### src/rtl/dpl_pkg.sv
package dpl_pkg;
  localparam logic [7:0]  RATE_LO_CODE = 8'h06;
  localparam logic [7:0]  RATE_HI_CODE = 8'h0A;
  localparam logic [31:0] LO_KHZ       = 32'd162000;
  localparam logic [31:0] HI_KHZ       = 32'd270000;

  typedef enum logic {ST_IDLE, ST_SRCH} sel_st_e;

  function automatic logic [31:0] rate_khz(input logic hi);
    return hi ? HI_KHZ : LO_KHZ;
  endfunction
endpackage

### src/rtl/dpl_cap_limits.sv
module dpl_cap_limits #(
  parameter logic [7:0] REV_MIN = 8'h11
) (
  input  logic [7:0] rev,
  input  logic [7:0] rate,
  input  logic [4:0] lanes,
  output logic [1:0] max_li,
  output logic       max_hi
);
  // lane index: 0 -> 1 lane, 1 -> 2 lanes, 2 -> 4 lanes
  always_comb begin
    max_li = 2'd2;
    if (rev >= REV_MIN) begin
      case (lanes)
        5'd1:    max_li = 2'd0;
        5'd2:    max_li = 2'd1;
        default: max_li = 2'd2;
      endcase
    end
  end

  assign max_hi = (rate == dpl_pkg::RATE_HI_CODE);
endmodule

### src/rtl/dpl_fit_eval.sv
module dpl_fit_eval #(
  parameter int W = 32
) (
  input  logic [W-1:0] pclk,
  input  logic [1:0]   li,
  input  logic         hi,
  output logic         fit
);
  logic [W-1:0] req;
  logic [W-1:0] avail;

  assign req   = pclk + (pclk << 1);
  assign avail = W'(dpl_pkg::rate_khz(hi)) << li;
  assign fit   = (avail >= req);
endmodule

### src/rtl/dpl_search.sv
module dpl_search #(
  parameter int          W        = 32,
  parameter logic [31:0] SLOW_KHZ = 32'd10000
) (
  input  logic         clk,
  input  logic         rst_n,
  input  logic         start,
  input  logic [W-1:0] pclk_i,
  input  logic [1:0]   max_li_i,
  input  logic         max_hi_i,
  input  logic         fit_i,
  input  logic         fit_max_i,
  output logic [W-1:0] pclk_q,
  output logic [1:0]   cand_li,
  output logic         cand_hi,
  output logic [1:0]   lim_li,
  output logic         lim_hi,
  output logic         done,
  output logic         ok,
  output logic [7:0]   rate_code,
  output logic [2:0]   lane_cnt,
  output logic [W-1:0] link_khz,
  output logic         too_fast,
  output logic         too_slow
);
  import dpl_pkg::*;

  sel_st_e      st_q, st_n;
  logic [1:0]   li_n;
  logic         hi_n;
  logic         fin, found;
  logic         done_n, ok_n, fast_n, slow_n;
  logic [7:0]   code_n;
  logic [2:0]   lanes_n;
  logic [W-1:0] link_n;

  // next-state: one candidate per cycle, rate inner, lanes outer
  always_comb begin
    st_n  = st_q;
    li_n  = cand_li;
    hi_n  = cand_hi;
    fin   = 1'b0;
    found = 1'b0;
    if (start) begin
      st_n = ST_SRCH;
      li_n = 2'd0;
      hi_n = 1'b0;
    end else if (st_q == ST_SRCH) begin
      if (fit_i) begin
        fin   = 1'b1;
        found = 1'b1;
      end else if (!cand_hi && lim_hi) begin
        hi_n = 1'b1;
      end else if (cand_li < lim_li) begin
        li_n = cand_li + 2'd1;
        hi_n = 1'b0;
      end else begin
        fin = 1'b1;
      end
    end
    if (fin) st_n = ST_IDLE;
  end

  // result computation for the finishing cycle
  always_comb begin
    done_n  = fin;
    ok_n    = found;
    code_n  = found ? (cand_hi ? RATE_HI_CODE : RATE_LO_CODE) : 8'd0;
    lanes_n = found ? (3'b001 << cand_li) : 3'd0;
    link_n  = found ? W'(rate_khz(cand_hi)) : '0;
    fast_n  = !fit_max_i;
    slow_n  = (pclk_q < W'(SLOW_KHZ));
  end

  // control registers
  always_ff @(posedge clk or negedge rst_n) begin
    if (!rst_n) begin
      st_q    <= ST_IDLE;
      cand_li <= 2'd0;
      cand_hi <= 1'b0;
      done    <= 1'b0;
    end else begin
      st_q    <= st_n;
      cand_li <= li_n;
      cand_hi <= hi_n;
      done    <= done_n;
    end
  end

  // captured inputs, enabled by start
  always_ff @(posedge clk or negedge rst_n) begin
    if (!rst_n) begin
      pclk_q <= '0;
      lim_li <= 2'd0;
      lim_hi <= 1'b0;
    end else if (start) begin
      pclk_q <= pclk_i;
      lim_li <= max_li_i;
      lim_hi <= max_hi_i;
    end
  end

  // result bank, enabled only when a search finishes
  always_ff @(posedge clk or negedge rst_n) begin
    if (!rst_n) begin
      ok        <= 1'b0;
      rate_code <= 8'd0;
      lane_cnt  <= 3'd0;
      link_khz  <= '0;
      too_fast  <= 1'b0;
      too_slow  <= 1'b0;
    end else if (fin) begin
      ok        <= ok_n;
      rate_code <= code_n;
      lane_cnt  <= lanes_n;
      link_khz  <= link_n;
      too_fast  <= fast_n;
      too_slow  <= slow_n;
    end
  end
endmodule

### src/rtl/dp_link_sel.sv
module dp_link_sel #(
  parameter int          W        = 32,
  parameter logic [7:0]  REV_MIN  = 8'h11,
  parameter logic [31:0] SLOW_KHZ = 32'd10000
) (
  input  logic         clk,
  input  logic         rst_n,
  input  logic         start,
  input  logic [W-1:0] pclk_khz,
  input  logic [7:0]   cap_rev,
  input  logic [7:0]   cap_rate,
  input  logic [4:0]   cap_lanes,
  output logic         done,
  output logic         ok,
  output logic [7:0]   rate_code,
  output logic [2:0]   lane_cnt,
  output logic [W-1:0] link_khz,
  output logic         too_fast,
  output logic         too_slow
);
  logic [1:0]   max_li;
  logic         max_hi;
  logic [W-1:0] pclk_q;
  logic [1:0]   cand_li, lim_li;
  logic         cand_hi, lim_hi;
  logic         fit, fit_max;

  dpl_cap_limits #(.REV_MIN(REV_MIN)) u_lim (
    .rev(cap_rev), .rate(cap_rate), .lanes(cap_lanes),
    .max_li(max_li), .max_hi(max_hi)
  );

  dpl_fit_eval #(.W(W)) u_cand (
    .pclk(pclk_q), .li(cand_li), .hi(cand_hi), .fit(fit)
  );

  dpl_fit_eval #(.W(W)) u_ceil (
    .pclk(pclk_q), .li(lim_li), .hi(lim_hi), .fit(fit_max)
  );

  dpl_search #(.W(W), .SLOW_KHZ(SLOW_KHZ)) u_srch (
    .clk(clk), .rst_n(rst_n), .start(start), .pclk_i(pclk_khz),
    .max_li_i(max_li), .max_hi_i(max_hi), .fit_i(fit), .fit_max_i(fit_max),
    .pclk_q(pclk_q), .cand_li(cand_li), .cand_hi(cand_hi),
    .lim_li(lim_li), .lim_hi(lim_hi),
    .done(done), .ok(ok), .rate_code(rate_code), .lane_cnt(lane_cnt),
    .link_khz(link_khz), .too_fast(too_fast), .too_slow(too_slow)
  );
endmodule

### config.mk
export PLATFORM = sky130hd
export DESIGN_NAME = dp_link_sel
export DESIGN_NICKNAME = d
export VERILOG_FILES = /design/src/rtl/dpl_pkg.sv /design/src/rtl/dpl_cap_limits.sv /design/src/rtl/dpl_fit_eval.sv /design/src/rtl/dpl_search.sv /design/src/rtl/dp_link_sel.sv
export SDC_FILE = /design/constraint.sdc
export NUM_CORES = 1
export LEC_CHECK = 0
export BUFFER_PORTS_ARGS = -buffer_cell sky130_fd_sc_hd__buf_4
export CAP_MARGIN = 30
export CORE_UTILIZATION = 53
export CTS_CLUSTER_SIZE = 20
export DETAILED_ROUTE_END_ITERATION = 16
export GPL_TIMING_DRIVEN = 0
export PLACE_DENSITY = 0.82
export SLEW_MARGIN = 20
export SYNTH_ARGS = -nofsm -noshare
export SYNTH_HDL_FRONTEND = slang
export SYNTH_SLANG_ARGS = --single-unit
### constraint.sdc
create_clock -name clk -period 4.2 [get_ports clk]
set_input_delay 0.84 -clock clk [delete_from_list [all_inputs] [get_ports clk]]
set_output_delay 0.84 -clock clk [all_outputs]
set_load 0.02 [all_outputs]
; ---- After elaboration in Yosys (flattened, before gate mapping)
; Cells that the tools add are included.
[totals]
register_bits = 86
output_inout_bits = 47
in_bits = 56
word_cells = 65
[classes]
eq_ne = 5
magnitude_cmp = 5
mux = 28
reduce_logical = 9
n_addsub = 2
n_shift = 3
[ops]
columns = operator, n
row1 = $ge 32x32->1, 2
row2 = $shl 32x2->32, 2
row3 = $mux 19, 2
row4 = $add 32x32->32, 1
row5 = $lt 32x14->1 const B, 1
row6 = $mux 32, 1
row7 = $mux 1, 15
row8 = $mux 2, 6
row9 = $eq 8x4->1 const B, 1
row10 = $ge 8x5->1 const B, 1
row11 = $mux 8, 1
row12 = $reduce_bool 2->1, 3
row13 = $eq 5x1->1 const B, 1
row14 = $eq 5x2->1 const B, 1
row15 = $mux 4, 1
row16 = $ne 2x2->1 const B, 2
row17 = $pmux 2 s2, 1
row18 = $reduce_and 4->1, 1
row19 = $mux 3, 1
row20 = $reduce_and 3->1, 1
row21 = $reduce_bool 3->1, 1
row22 = $shl 1x2->3 const A, 1
row23 = $add 2x1->2 const B, 1
row24 = $logic_not 1->1, 2
row25 = 2 further kinds, 2

; ---- Depth between registers and ports, before layout
; Gate-level depths: netlist of the first run.
[depth]
word_depth = 7
ltp_mapped = 18
mapped_depth_nobuf = 18

; ---- Hierarchy
; From an unflattened synthesis of the first run, not the netlist that was laid out.
[unflattened]
cells_unflattened = 815
hier_area_um2 = 6920.4
[by_module_without_submodules]
columns = mod, cells_each, area_each_um2, seq_area_each_um2, n_inst
row1 = dpl_fit_eval at u_cand, 322, 2367.3, 0.0, 1
row2 = dpl_search, 179, 2313.5, 1201.2, 1
row3 = dpl_fit_eval at u_ceil, 303, 2164.6, 0.0, 1
row4 = dpl_cap_limits, 11, 75.1, 0.0, 1

; ---- Worst setup path before layout of the first run
; Ideal clock, no wire load.
[synth_path]
path_type = register -> register
start = register u_srch.pclk_q[1]
end = register u_srch.too_slow
path_buffers = 0
required_time_ns = 4.120
path_stages_with_launch = 17
setup_slack_ns = 0.320
synth_period_minus_slack_ns = 3.880
setup_ns = 0.080
t_arrival_ns = 3.799
path_cell_list = dfrtp_1 and2_1 fa_1 a211oi_2 o211ai_2 a31oi_1 o31a_1 xor2_1 ha_1 nand2_1 nor4_1 nand4_1 a21oi_1 o21a_1 a211oi_1 or4_4 o211ai_2
[synth_between]
elab_chain_cells = 5
word_cells_on_any_way = 6
cone_classes = add/sub (1) / order compare (2) / mux (3)
[synth_rtl]
columns = element, line
row1 = from (decl), dpl_search.sv:13  ; output logic [W-1:0] pclk_q,
row2 = from (signal assigned), dpl_search.sv:97  ; pclk_q <= pclk_i;
row3 = $add 32x32->32, dpl_fit_eval.sv:12  ; assign req = pclk + (pclk << 1);
row4 = $ge 32x32->1, dpl_fit_eval.sv:14  ; assign fit = (avail >= req);
row5 = $mux 1, dpl_search.sv:49  ; if (fit_i) begin
row6 = $mux 1, dpl_search.sv:48  ; end else if (st_q == ST_SRCH) begin
row7 = $mux 1, dpl_search.sv:44  ; if (start) begin
row8 = to (signal assigned), dpl_search.sv:118  ; too_slow <= slow_n;
row9 = to (decl), dpl_search.sv:24  ; output logic too_slow
; Several ways; a longest one is shown, not always the timed one.
; A chain may end at the register's enable or synchronous reset.

; ---- Worst setup path after layout of the first run
[layout_path]
start = register u_srch.pclk_q[1]
end = register u_srch.cand_li[0]
[layout_between]
elab_chain_cells = 4
[layout_rtl]
columns = element, line
row1 = $add 32x32->32, dpl_fit_eval.sv:12
row2 = $ge 32x32->1, dpl_fit_eval.sv:14
row3 = $ne 2x2->1 (no line), --
row4 = $reduce_and 4->1 (no line), --
row5 = to (signal assigned), dpl_search.sv:84  ; cand_li <= li_n;
row6 = to (decl), dpl_search.sv:14  ; output logic [1:0] cand_li,
; Every way passes these cells.

==> results.tsv, run 1 <==
metric	value	unit
status	complete, no violations	
Synth Flop Type	dfrtp_1	
CTS sink cnt	48	
nets	973	
crit path kind	flop to flop	
post-synth top area cell	dfrtp_1	
VDD IR max	0.000288	V
I/O Buffers	77	
Syn Std Cell Area	5820	µm²
Max H-tree Level	2	
compound-gate portion of the synthesized area	0.234	
Worst EP required	4.41	ns
min Tclk post-route	4.19	ns
die area	11400	µm²
initial antenna violation count	0	
Synth area leaders	dfrtp_1 (21%), ha_1 (21%), nand2_1 (5.0%)	
Post-synth EDFFs	0	
TNS Setup	0	ns
post-synthesis average cell area	8.31	µm²
share of layout cells above drive strength 1	0.256	
largest net degree at the start of global routing	49	
Yosys Warn Count	0	
worst-path fanout max	3	
Slew HR	0.442	
CP Data Arrival Time	4.41	ns
Final Instance Area	7040	µm²
CP endpoint kind	flop	
power density over the cells	400	nW/µm²
Post-Synth XOR/XNOR Area	0.0331	
clock skew	0.0179	ns
DRT Pass-1 Iters	5	
adder-cell area share of the yosys netlist	0.210	
num rows	37	
dpl hpwl	12.0	mm
reg2reg path depth	18	
Final Hold Vio Count	0	
Syn-to-layout area delta	20.9	%
Post-DRT Antenna Nets	0	
GP Congestion	0.890	
placed inst area	6660	µm²
total power	2820	µW
final setup vio count	0	
Synth Area in Simple Gates	0.175	
top cells by instance count after synthesis	ha_1 (96), nand2_1 (77), o21ai_0 (53)	
Overflow after GRT	0	
antenna cells	0	
Pleak	0.00351	µW
1st-iter DRT viols	242	
Final Util	0.673	
Yosys top cell area share	0.206	
FF+latch count, synth	48	
core footprint	10500	µm²
final WL	15.4	mm
Via density	5.78	
clk root buf	clkbuf_8	
clk slew on worst S/H paths	0.11	ns
CTS Buffer Depth	2	
Slew @ Worst Pin	0.826	ns
Slew Limit Fails	0	
Vias	5534	
initial core utilization	0.556	
Yosys cell types	74	
Synth async-reset ratio	1.00	
Hold Crit Class	primary input to asynchronous set/reset pin	
count leader, synth	ha_1	
routed len/inst	16.0	µm
Residual DRC	0	
vias in the first global route	5289	
CTS Buf Count	5	
Mapped Cells	700	
largest family of logic cells by synthesized area	compound AO/OA/AOI/OAI gates	
I/O pin count	103	
Total Routing Usage GR	0.272	
first-pass GRT wire length	24.6	mm
DIE HEIGHT	107	µm
clk_lat worst skew	0.33	ns
CTS tree	done	
# fillers	906	
period utilization	0.998	
Max Cap Viol	0	
RSZ-0062 raised after global routing	true	
Die W	107	µm
max frequency	238	MHz
Worst setup SP type	flop	
post-synthesis mux area share	0.0406	
register area share after synthesis	0.206	
-- kinds of logic (layout without fill, tap and decap cells) --
logic type / after synthesis / in the layout
AO/OA/AOI/OAI: 201 / 201
XOR/XNOR: 22 / 22
adder cells (fa/ha/maj): 97 / 97
buffers and inverters: 111 / 208
flip-flops: 48 / 48
multiplexers: 22 / 22
other: 1 / 25
AND/OR/NAND/NOR: 198 / 198
-- layer usage --
layer / vias to the layer above / GRT usage / part of all wire
met1: 2657 / 0.334 / 0.44
met5: - / 0 / 0
met4: 0 / 0.0978 / 0.025
met3: 30 / 0.0286 / 0.037
met2: 139 / 0.491 / 0.50
li1: 2708 / - / -
-- cell usage in the layout (no fill, tap or decap), drive strengths merged, types with 3 or more instances in the layout --
| master | n |
|---|---|
| dfrtp | 48 |
| or3 | 4 |
| a211oi | 7 |
| o21bai | 6 |
| a31oi | 8 |
| nor2b | 13 |
| a21oi | 49 |
| clkbuf | 17 |
| nand4 | 15 |
| nand3 | 9 |
| and2 | 9 |
| mux2i | 9 |
| a21o | 22 |
| o211ai | 10 |
| o221ai | 9 |
| inv | 48 |
| ha | 96 |
| xor2 | 10 |
| and3 | 3 |
| a31o | 4 |
| conb | 25 |
| o21a | 4 |
| nor3 | 14 |
| nand2b | 7 |
| xnor2 | 12 |
| nor4 | 5 |
| buf | 140 |
| nor2 | 27 |
| o21ai | 55 |
| mux2 | 13 |
| nand4b | 4 |
| nand2 | 77 |
-- what timing repair did --
item / in CTS / in global routing
setup buffers: 5 / 8
endpoints found under the setup margin: 13 / 13
gates resized for setup: 12 / 24
hold buffers: 0 / 0
pin swaps: 7 / 15
-- state kept, by name, summed over array words and instances (netlist names) --
signal,flops
u_srch.done,1
u_srch.pclk_q,32
u_srch.lim_li,2
u_srch.lim_hi,1
u_srch.lane_cnt,3
u_srch.cand_hi,1
u_srch.too_slow,1
u_srch.link_khz,3
u_srch.st_q,1
u_srch.cand_li,2
u_srch.too_fast,1
-- critical path, cell delays in order (launching register included) --
cell,delay (ns)
dfrtp_2,0.45
and2_4,0.17
fa_2,0.43
a211oi_4,0.27
o211ai_2,0.18
buf_4,0.18
buf_4,0.13
nand3_2,0.11
nand2_1,0.12
xnor2_2,0.21
ha_1,0.32
nand2_1,0.10
nor4_4,0.26
nand4_1,0.16
a21oi_2,0.14
o21a_2,0.20
a211o_1,0.22
a21oi_2,0.10
mux2_4,0.33
-- final timing paths --
path	startpoint	end	slack (ns)
worst min-delay path	rst_n	u_srch.pclk_q[0]$_DFFE_PN0P_	0.53
min in group clk	u_srch.lane_cnt[0]$_DFFE_PN0P_	u_srch.lane_cnt[0]$_DFFE_PN0P_	0.54
worst min register to register	u_srch.lane_cnt[0]$_DFFE_PN0P_	u_srch.lane_cnt[0]$_DFFE_PN0P_	0.54
worst max-delay path	u_srch.pclk_q[1]$_DFFE_PN0P_	u_srch.cand_li[0]$_DFFE_PN0P_	0.006
max in group asynchronous	rst_n	u_srch.pclk_q[1]$_DFFE_PN0P_	3.23
worst max register to register	u_srch.pclk_q[1]$_DFFE_PN0P_	u_srch.cand_li[0]$_DFFE_PN0P_	0.006
-- power by group --
part | internal (µW) | switching (µW) | leakage [µW]
sequential | 536 | 85.8 | 0.000570
combinational | 803 | 1030 | 0.00288
clock | 177 | 182 | 0.0000541
-- area by class of cell --
class | instances | area (µm²) | area share
multi-input combinational | 565 | 4280 | 0.609
sequential | 48 | 1200 | 0.171
timing repair buffer | 90 | 692 | 0.0983
buffer | 62 | 399 | 0.0567
inverter | 48 | 180 | 0.0256
tap | 136 | 170 | 0.0242
clock buffer | 5 | 68.8 | 0.00978
clock inverter | 3 | 42.5 | 0.00604
-- stage by stage --
stage	hold WS (ns)	instances	setup WS (ns)
2_1_floorplan	0.507	724	0.320
3_3_place_gp	0.508	937	-0.447
3_5_place_dp	0.519	937	-0.485
4_1_cts	0.542	950	0.0267
5_1_grt	0.572	957	-0.0847
6_report	0.527	957	0.00637
No activity file was read; power rests on OpenSTA's default activity.
==> run 2: changes to the inputs <==
CORE_ASPECT_RATIO = 1.1   (was not set)
==> results.tsv, run 2 (synthesized netlist as in run 1, its figures left out) <==
metric	value	unit
status	complete, no violations	
crit path kind	flop to flop	
clk root buf	clkbuf_16	
Worst EP required	4.38	ns
I/O Buffers	77	
Vias	5451	
final WL	15.5	mm
Via density	5.63	
largest net degree at the start of global routing	49	
worst-path fanout max	4	
Max stage delay cell, worst path	dfrtp_2	
CP endpoint kind	flop	
CTS tree	done	
Int Power	1640	µW
Max H-tree Level	2	
commonest non-fill, non-tap cell in the layout	buf_4	
grt met2 use	0.474	
CTS sink cnt	48	
initial core utilization	0.552	
Overflow after GRT	0	
min Tclk post-route	4.13	ns
vias in the first global route	5154	
Die W	102	µm
period utilization	0.984	
Slew Limit Fails	0	
clock skew	0.00762	ns
antenna cells	0	
GR Layer Usage met1	0.350	
Max Cap Viol	0	
hold slack	0.532	ns
fin cells	968	
Sw Share	0.446	
Hold Path Origin	u_srch.lane_cnt[1]$_DFFE_PN0P_	
Slew HR	0.501	
core footprint	10500	µm²
CP Cell Sequence	and2_4 -> fa_2 -> a211oi_4 -> o211ai_4 -> a31oi_4 -> buf_6 -> o31a_1 -> xor2_2 -> ha_1 -> nand2_2 -> nor4_4 -> nand4_1 -> a21oi_1 -> o21a_2 -> a211o_1 -> a21oi_2 -> mux2_4	
clk slew on worst S/H paths	0.07	ns
TNS Setup	0	ns
num rows	39	
biggest regs	u_srch.pclk_q (32), u_srch.lane_cnt (3), u_srch.link_khz (3)	
CTS Buf Count	5	
first-pass GRT wire length	24.7	mm
Reg2Reg Launch Point	u_srch.pclk_q[1]$_DFFE_PN0P_	
Slew @ Worst Pin	0.748	ns
clk_lat worst skew	0.30	ns
die area	11400	µm²
1st-iter DRT viols	174	
routed len/inst	16.0	µm
Final Hold Vio Count	0	
CTS Buffer Depth	2	
Residual DRC	0	
DIE HEIGHT	112	µm
global routing's busiest layer	met2	
Placed Cells	944	
Total Routing Usage GR	0.274	
largest register by flop count	u_srch.pclk_q	
VDD IR max	0.000324	V
clock share of power	0.158	
power density over the cells	414	nW/µm²
NetSw	1320	µW
max reg flops	32	
most frequent cells in the layout	buf_4 (131), ha_1 (93), nand2_1 (76)	
area of the multi-input gates	4320	µm²
initial antenna violation count	0	
Syn-to-layout area delta	23.1	%
Worst setup SP type	flop	
Pleak	0.00354	µW
Critical Path Max Stage Delay	0.44	ns
# fillers	915	
Reg area	1200	µm²
crit path from	u_srch.pclk_q[1]$_DFFE_PN0P_	
sequential share of power	0.210	
share of layout cells above drive strength 1	0.261	
I/O pin count	103	
Post-DRT Antenna Nets	0	
met3 GRT Util	0.0308	
logic gate share of total power	0.632	
DRT Pass-1 Iters	4	
Hold Crit Class	flop to flop	
nets	977	
CP Data Arrival Time	4.31	ns
max frequency	242	MHz
dpl hpwl	12.2	mm
final setup vio count	0	
GP Congestion	0.882	
[run 2: cell count changes in the layout (fill, tap and decap cells not counted), moves of 2 or more]
cell	previous run	this run
clkbuf_16	0	5
a21oi_2	6	4
xnor2_2	4	2
xnor2_1	8	10
buf_4	126	131
clkbuf_8	5	0
[run 2: per-layer routing]
layer  up-vias  part of all wire
met3        26             0.042
li1       2708                 -
met4         0             0.027
met1      2574              0.43
met5         -                 0
met2       143              0.50
[run 2: timing repair]
| action | CTS | global route |
|---|---|---|
| pin swaps | 6 | 19 |
| gates resized for setup | 11 | 31 |
| hold buffers | 0 | 0 |
| cloned | 0 | 0 |
| setup buffers | 6 | 11 |
| endpoints found under the setup margin | 13 | 12 |
[run 2: cell type report]
cell class	count	share of cell area
well taps	143	0.0250
repair buffers	94	0.0990
multi-input cells	565	0.604
clock buffers	5	0.0175
flip-flops and latches	48	0.168
plain buffers	62	0.0557
inverters	48	0.0252
clock inverters	3	0.00594
[run 2: worst max-delay path, delay by kind of cell, from the launching register on]
family	cells	cell delay, ns
AND/OR/NAND/NOR	4	0.69
multiplexers	1	0.32
flip-flops	1	0.44
buffers and inverters	1	0.14
AO/OA/AOI/OAI	8	1.55
adder cells (fa/ha/maj)	2	0.74
XOR/XNOR	1	0.12
[run 2: power groups by stage]
stage | combinational [µW] | sequential (µW) | clock [µW]
finish | 1870 | 622 | 469
global route | 2070 | 634 | 492
CTS | 1740 | 621 | 477
detailed placement | 1680 | 629 | 0
global placement | 1620 | 623 | 0
floorplan | 1180 | 652 | 0
[run 2: worst paths after layout]
check                                            endpoint  slack, ns  cells past startpoint
max                         u_srch.cand_li[0]$_DFFE_PN0P_       0.07                     17
min                        u_srch.lane_cnt[1]$_DFFE_PN0P_       0.53                      2
max reg2reg                 u_srch.cand_li[0]$_DFFE_PN0P_       0.07                     17
min reg2reg                u_srch.lane_cnt[1]$_DFFE_PN0P_       0.53                      2
max in group asynchronous    u_srch.pclk_q[1]$_DFFE_PN0P_       3.20                      1
min in group asynchronous    u_srch.pclk_q[5]$_DFFE_PN0P_       0.56                      1
[run 2: per-stage QoR]
step / utilization / cell area, µm² / power [µW] / setup slack (ns)
2_1_floorplan: - / 5910 / 1830 / 0.320
3_3_place_gp: 0.632 / 6670 / 2250 / -0.522
3_5_place_dp: 0.632 / 6670 / 2310 / -0.576
4_1_cts: 0.658 / 6930 / 2840 / 0.00158
5_1_grt: 0.680 / 7160 / 3200 / -0.0220
6_report: 0.680 / 7160 / 2960 / 0.0651
==> run 3: changes to the inputs <==
ABC_AREA = 1   (was not set)
==> results.tsv, run 3 <==
metric	value	unit
Hold Crit Class	flop to flop	
Mapped Cells	979	
CP endpoint kind	flop	
CTS Buffer Depth	2	
clk slew on worst S/H paths	0.07	ns
die area	12400	µm²
top cell family by delay on the critical path	simple AND/OR/NAND/NOR gates	
clock skew	0.00895	ns
antenna cells	0	
Critical Path Max Stage Delay	0.44	ns
Critical Path Most Common Cell	nand2_1	
dpl hpwl	12.7	mm
Post-DRT Antenna Nets	0	
1st-iter DRT viols	284	
Worst EP required	4.43	ns
commonest non-fill, non-tap cell in the layout	nand2_1	
DRT Pass-1 Iters	5	
Syn Std Cell Area	6320	µm²
Max Cap Viol	0	
most frequent cells in the layout	nand2_1 (321), inv_1 (156), buf_4 (114)	
initial core utilization	0.547	
Final Util	0.633	
I/O Buffers	76	
CTS Buf Count	5	
Synth Area in Simple Gates	0.346	
routed len/inst	12.1	µm
CP Cell Sequence	nand2_1 -> inv_1 -> fa_1 -> nand3_1 -> nand3_1 -> nand2_1 -> nand2_1 -> xnor2_1 -> ha_1 -> a21oi_1 -> o21a_1 -> o21ai_0 -> nand3_1 -> nand3_1 -> nand2_1 -> nand2_1 -> a21oi_1 -> nor2_1 -> nor2_1 -> nand3_1 -> nand2_1	
grt met2 use	0.485	
CP Data Arrival Time	3.76	ns
first-pass GRT wire length	25.5	mm
Yosys Warn Count	0	
Die W	106	µm
post-synth top area cell	nand2_1	
nets	1239	
top cells by instance count after synthesis	nand2_1 (321), inv_1 (156), ha_1 (96)	
post-cts sizing count	0	
Final Hold Vio Count	0	
adder-cell area share of the yosys netlist	0.193	
CTS sink cnt	48	
Vias	6147	
largest net degree at the start of global routing	49	
max reg flops	32	
Slew HR	0.511	
met3 GRT Util	0.0273	
power density over the cells	332	nW/µm²
Synth area leaders	nand2_1 (19%), dfrtp_1 (19%), ha_1 (19%)	
period utilization	0.840	
Yosys cell types	44	
CP Buf/Inv Count	1	
clk_lat worst skew	0.30	ns
Residual DRC	0	
DIE HEIGHT	117	µm
post-synthesis mux area share	0.00317	
Syn-to-layout area delta	15.6	%
compound-gate portion of the synthesized area	0.0923	
global routing's busiest layer	met2	
Worst setup SP type	flop	
Overflow after GRT	0	
worst-path fanout max	5	
FF+latch count, synth	48	
Yosys top cell area share	0.191	
vias in the first global route	5736	
Slew @ Worst Pin	0.734	ns
final setup vio count	0	
Placed Cells	1229	
Post-CTS Setup Bufs	0	
register area share after synthesis	0.190	
Hold-fix buffers, CTS	0	
initial antenna violation count	0	
num rows	41	
Post-synth EDFFs	0	
VDD IR max	0.000175	V
share of layout cells above drive strength 1	0.157	
Via density	4.97	
RSZ-0062 raised after global routing	false	
Synth Flop Type	dfrtp_1	
Total Routing Usage GR	0.260	
min Tclk post-route	3.53	ns
Synth async-reset ratio	1.00	
status	complete, no violations	
core footprint	11500	µm²
largest register by flop count	u_srch.pclk_q	
Post-Synth XOR/XNOR Area	0.0250	
count leader, synth	nand2_1	
Slew Limit Fails	0	
TNS Setup	0	ns
largest family of logic cells by synthesized area	simple AND/OR/NAND/NOR gates	
GR Layer Usage met1	0.306	
Pleak	0.00436	µW
post-synthesis average cell area	6.45	µm²
Max stage delay cell, worst path	dfrtp_1	
GP Congestion	0.934	
crit path kind	flop to flop	
max frequency	283	MHz
biggest regs	u_srch.pclk_q (32), u_srch.lane_cnt (3), u_srch.link_khz (3)	
clk root buf	clkbuf_16	
I/O pin count	103	
Max H-tree Level	2	
CTS tree	done	
fin cells	1236	
final WL	15.0	mm
run 3: per-stage QoR:
stage / total power, µW / hold slack [ns] / instance area (µm²) / worst slack [ns]
after CTS: 2420 / 0.484 / 7300 / 0.700
after floorplan: 1650 / 0.465 / 6410 / 1.26
final: 2420 / 0.479 / 7300 / 0.671
after global routing: 2660 / 0.504 / 7300 / 0.452
after detailed placement: 2010 / 0.466 / 7170 / 0.725
after global placement: 1970 / 0.458 / 7170 / 0.799
run 3: worst paths after layout:
check | start | endpoint | slack [ns] | cells after the start
worst max-delay path | u_srch.pclk_q[1]$_DFFE_PN0P_ | u_srch.too_fast$_DFFE_PN0P_ | 0.67 | 21
worst min-delay path | u_srch.too_slow$_DFFE_PN0P_ | u_srch.too_slow$_DFFE_PN0P_ | 0.48 | 2
worst max register to register | u_srch.pclk_q[1]$_DFFE_PN0P_ | u_srch.too_fast$_DFFE_PN0P_ | 0.67 | 21
worst min register to register | u_srch.too_slow$_DFFE_PN0P_ | u_srch.too_slow$_DFFE_PN0P_ | 0.48 | 2
max in group asynchronous | rst_n | u_srch.done$_DFF_PN0_ | 3.22 | 1
min in group asynchronous | rst_n | u_srch.pclk_q[4]$_DFFE_PN0P_ | 0.55 | 1
run 3: kinds of logic after synthesis:
group,Yosys count
and+or+nand+nor,497
DFF,48
muxes,2
AOI/OAI and AO/OA,106
other,1
buffers and inverters,210
xor gates and xnor gates,18
adders and majority gates,97
run 3: per-layer routing:
metal | vias up | routed length, µm
met3 | 30 | 574
li1 | 3251 | -
met1 | 2726 | 6590
met2 | 140 | 7370
met4 | 0 | 459
met5 | - | 0
run 3: final cells by class:
| cell class | instances | area [µm²] |
|---|---|---|
| well taps | 150 | 188 |
| flip-flops and latches | 48 | 1200 |
| plain buffers | 49 | 338 |
| clock inverters | 2 | 12.5 |
| repair buffers | 76 | 571 |
| multi-input cells | 745 | 4260 |
| clock buffers | 5 | 125 |
| inverters | 161 | 609 |
| fillers | 1114 | 4240 |
run 3: tightest hold or removal path, stage by stage (launching register included):
cell	delay [ns]
dfrtp_1	0.34
nand2_1	0.06
nand2_1	0.05
run 3: power by group:
group	switching (µW)	internal, µW	total [µW]
Combinational	916	544	1460
Clock	183	217	400
Sequential	50.9	514	565
